## src/rtl/mag_cmp_pkg.sv

```systemverilog
package mag_cmp_pkg;
  typedef struct packed {
    logic lt;
    logic eq;
    logic gt;
  } rel_t;

  localparam rel_t REL_EQUAL = '{lt: 1'b0, eq: 1'b1, gt: 1'b0};
endpackage

```

## src/rtl/mag_cmp_bit.sv

```systemverilog
module mag_cmp_bit
  import mag_cmp_pkg::*;
(
  input  logic a_i,
  input  logic b_i,
  input  rel_t below_i,
  output rel_t rel_o
);
  logic same;
  assign same = ~(a_i ^ b_i);

  always_comb begin
    if (same) rel_o = below_i;
    else      rel_o = '{lt: b_i, eq: 1'b0, gt: a_i};
  end
endmodule

```

## src/rtl/mag_cmp_slice.sv

```systemverilog
module mag_cmp_slice
  import mag_cmp_pkg::*;
#(
  parameter int W = 4
) (
  input  logic [W-1:0] a_i,
  input  logic [W-1:0] b_i,
  input  rel_t         casc_i,
  output rel_t         casc_o
);
  rel_t stage [W+1];
  assign stage[0] = casc_i;

  for (genvar i = 0; i < W; i++) begin : g_bit
    mag_cmp_bit u_bit (
      .a_i    (a_i[i]),
      .b_i    (b_i[i]),
      .below_i(stage[i]),
      .rel_o  (stage[i+1])
    );
  end

  assign casc_o = stage[W];
endmodule

```

## src/rtl/mag_cmp_chain.sv

```systemverilog
module mag_cmp_chain
  import mag_cmp_pkg::*;
#(
  parameter int SLICE_W = 4,
  parameter int SLICES  = 3,
  localparam int WIDTH  = SLICE_W * SLICES
) (
  input  logic [WIDTH-1:0] a_i,
  input  logic [WIDTH-1:0] b_i,
  input  logic             rel_lt_i,
  input  logic             rel_eq_i,
  input  logic             rel_gt_i,
  output logic             lt_o,
  output logic             eq_o,
  output logic             gt_o
);
  rel_t link [SLICES+1];
  assign link[0] = '{lt: rel_lt_i, eq: rel_eq_i, gt: rel_gt_i};

  for (genvar s = 0; s < SLICES; s++) begin : g_slice
    mag_cmp_slice #(.W(SLICE_W)) u_slice (
      .a_i   (a_i[s*SLICE_W +: SLICE_W]),
      .b_i   (b_i[s*SLICE_W +: SLICE_W]),
      .casc_i(link[s]),
      .casc_o(link[s+1])
    );
  end

  assign lt_o = link[SLICES].lt;
  assign eq_o = link[SLICES].eq;
  assign gt_o = link[SLICES].gt;
endmodule

```

## config.mk

```make
export PLATFORM = sky130hd
export DESIGN_NAME = mag_cmp_chain
export DESIGN_NICKNAME = d
export VERILOG_FILES = /design/src/rtl/mag_cmp_pkg.sv /design/src/rtl/mag_cmp_bit.sv /design/src/rtl/mag_cmp_slice.sv /design/src/rtl/mag_cmp_chain.sv
export SDC_FILE = /design/constraint.sdc
export NUM_CORES = 1
export LEC_CHECK = 0
export BUFFER_PORTS_ARGS = -buffer_cell sky130_fd_sc_hd__buf_2
export CAP_MARGIN = 20
export CORE_AREA = 2 2 39 41
export DETAILED_ROUTE_END_ITERATION = 8
export DIE_AREA = 0 0 41 43
export PLACE_DENSITY = 0.72
export SYNTH_ARGS = -nofsm -noshare
export SYNTH_HDL_FRONTEND = slang
export SYNTH_HIERARCHICAL = 1
export SYNTH_SLANG_ARGS = --single-unit
```

## constraint.sdc

```tcl
create_clock -name vclk -period 11
set_input_delay 0.55 -clock vclk [all_inputs]
set_output_delay 0.55 -clock vclk [all_outputs]
set_load 0.02 [all_outputs]
```

* Yosys cells after proc, flatten, opt, wreduce, memory -nomap -nowiden
Index checks and enable logic that the tools add are counted.
** Operators by class
- $add $sub $neg :: 0
- Multiply operators :: 0
- Div/mod/pow operators :: 0
- Order comparisons :: 0
- Equality and inequality tests :: 0
- Shift operators :: 0
- Mux-type cells :: 12
- Bitwise logic cells :: 12
- Reduce and logical (&&, ||, !) cells :: 0
** Operator list (number)
- $mux W3 :: 12
- $xor A1 B1 Y1 :: 12
** Storage, ports and cells
- Register bits :: 0
- Latch bits :: 0
- Bits in writable memories :: 0
- ROM bits :: 0
- Bits of input ports :: 27
- Output and inout port bits :: 3
- Memories kept :: 0

* Longest topological paths before layout
- Word-level depth :: 13
- Depth in mapped cells :: 24

* Modules after synthesis
Netlist, hierarchy kept.
** By module, submodules not included
- mag_cmp_bit :: instances 12, cells an instance 7, area each 42.5 um^2, seq. area each 0.0 um^2

* Worst setup path before layout
OpenSTA, ideal clock, no wires.
- Path type :: input to output
- Start :: input port a_i[0]
- End :: output port lt_o
- Data arrival time :: 4.252 ns
- Data required time :: 10.450 ns
- Setup slack :: 6.198 ns
- Stages :: 13
- Cells stage by stage :: inv_2 > maj3_2 > maj3_2 > maj3_2 > maj3_2 > maj3_2 > maj3_2 > maj3_2 > maj3_2 > maj3_2 > maj3_2 > maj3_2 > maj3_2
** RTL lines
- start: declaration :: line mag_cmp_chain.sv:8 : input logic [WIDTH-1:0] a_i,
- end: declaration :: line mag_cmp_chain.sv:13 : output logic lt_o,

==> flow_summary_export.csv <==
group,metric,value,unit
placement,dp_hpwl,963,um
cells_and_area,design.seq.count,0,
run,drv_cap,0,
placement,place.port_buffers,30,
logic_synthesis,syn_area,510,sq um
detailed_routing,vias_per_cell,4.59,
worst_hold_path,worstHoldEndpoint,"gt_o",
grt,grt_pass1_vias,533,
power_and_ir_drop,ir_drop,0.0140,mV
cells_and_area,insertedDiodeCount,0,
placement,gp_congestion,0.610,
clocking,cts_hold_buf,0,
logic_synthesis,synth_compound_area_share,11.8,%
cells_and_area,clockBufferCount,0,
critical_path,critPathMaxFanout,4,
detailed_routing,dr.pass1.iters,4,
sta,hold_viol,0,
status,status,"complete, no violations",
cells_and_area,area_growth,33.3,%
grt,grt_usage,12.6,%
worst_hold_path,worstHoldPathCells,3,
floorplan,ioPinCount,30,
floorplan,core,0.00138,sq mm
logic_synthesis,syn_nets,111,
cells_and_area,layout-drive-gt1-share,47.4,%
detailed_routing,wirelength,1.00,mm
grt,overflow,0,
sta,finalCritPeriodShare,46.4,%
cells_and_area,regArea,0,sq um
sta,tightest_slew,277,ps
cells_and_area,fill_cells,142,
floorplan,num_rows,14,
logic_synthesis,synth.area.mux_share,0,%
critical_path,start_kind,"input pin",
power_and_ir_drop,p_leak,0.336,nW
clocking,post-cts-setup-buffers,0,
floorplan,fp.dieH,43,um
critical_path,crit_start,"a_i[0]",
sta,relSlewSlack,81.3,%
detailed_routing,antenna_left,0,
floorplan,dieArea,0.00176,sq mm
critical_path,crit_arrival,4550,ps
cells_and_area,layout.nets,143,
grt,grt_max_degree,5,
logic_synthesis,synth_xor_area_share,20.6,%
grt,antenna_found_initial,0,
logic_synthesis,syn_inst,84,
logic_synthesis,yosysWarnings,6,
worst_hold_path,min-delay-start,"b_i[11]",
clocking,post_cts_resized,0,
detailed_routing,drc_errors,0,
critical_path,worstSetupPathType,"in2out",
detailed_routing,wire_per_inst,7.72,um
logic_synthesis,synth.avg_cell_area,6.08,sq um
grt,grt_pass1_wl,1.70,mm
sta,rsz0062_at_grt,"no",
sta,fin_crit,5100,ps
sta,final-setup-viol-count,0,
logic_synthesis,synth_top_family_by_area,"simple AND/OR/NAND/NOR gates",
sta,drv_slew,0,
sta,fmax,196,MHz
floorplan,die_x,41,um
detailed_routing,drtIter0Drc,4,
critical_path,required,10450,ps
floorplan,initial_core_util,36.9,%
power_and_ir_drop,power_density,39.3,mW/mm^2
critical_path,end_kind,"primary output",
placement,place_area,681,sq um
logic_synthesis,synthSimpleGateAreaFrac,32.4,%
logic_synthesis,yosys.area_share.adder,26.5,%
sta,fin_tns_setup,0,ps
worst_hold_path,min_path_type,"in2out",
logic_synthesis,synth_cell_types,7,
logic_synthesis,seq_area_frac_synth,0,%
detailed_routing,vias,597,
cells_and_area,stdcell_area,681,sq um
[critical path, stage by stage]
cell,delay (ps)
buf_2,120
inv_2,30
maj3_2,290
maj3_2,310
maj3_2,310
maj3_2,310
maj3_2,310
maj3_2,310
maj3_2,310
maj3_2,310
maj3_2,310
maj3_2,310
maj3_2,310
maj3_2,300
buf_2,160
[per-stage QoR]
stage / power [mW] / worst slack, ps / cells / hold slack (ps) / util, %
global route: 0.0305 / 5660 / 130 / 1480 / 49.2
finish: 0.0268 / 5900 / 130 / 1450 / 49.2
global placement: 0.0262 / 5920 / 130 / 1430 / 49.2
CTS: 0.0273 / 5870 / 130 / 1440 / 49.2
floorplan: 0.0163 / 6200 / 84 / 1320 / -
detailed placement: 0.0272 / 5870 / 130 / 1440 / 49.2
[cells by family (layout without fill, tap and decap cells)]
kind of cell	count (synthesis)	count (layout)
AO/OA/AOI/OAI	12	12
adder cells (fa/ha/maj)	12	12
AND/OR/NAND/NOR	36	36
buffers and inverters	12	42
XOR/XNOR	12	12
[cell usage after synthesis (all sizes together)]
cell	number	area [sq um]
maj3	12	135
nor2	12	45.0
nand2	12	45.0
inv	12	45.0
and2	12	75.1
o21ai	12	60.1
xnor2	12	105
[layout make-up]
| class | instances | area [sq um] | share of cell area [%] |
|---|---|---|---|
| repair buffers | 30 | 150 | 22.1 |
| well taps | 16 | 20.0 | 2.94 |
| inverters | 12 | 45.0 | 6.62 |
| multi-input cells | 72 | 465 | 68.4 |
[worst max-delay path by stage]
stage            to  slack (ps)  cells after the start
2_1_floorplan  lt_o        6200                     13
3_3_place_gp   lt_o        5920                     15
3_5_place_dp   lt_o        5870                     15
4_1_cts        lt_o        5870                     15
5_1_grt        gt_o        5660                     26
6_report       lt_o        5900                     15
[report_power, final]
| group | leakage [nW] | internal [mW] | switching [mW] |
|---|---|---|---|
| logic | 0.336 | 0.0137 | 0.0130 |
| registers | 0 | 0 | 0 |
| clock network | 0 | 0 | 0 |
[cell usage in the layout, fill, tap and decap left out]
master	netlist	final
buf_2	0	30
nor2_1	12	12
nand2_1	12	12
o21ai_0	12	12
inv_2	12	12
maj3_2	12	12
xnor2_1	12	12
and2_1	12	12
[layer usage]
layer	part of all wire, %	wire length [um]	GRT usage [%]
met1	36	366	12.0
met2	56	562	27.5
met5	0	0	0
met3	7.5	75	0
met4	0	0	0
Note: power is estimated with default switching activity, not from simulation.
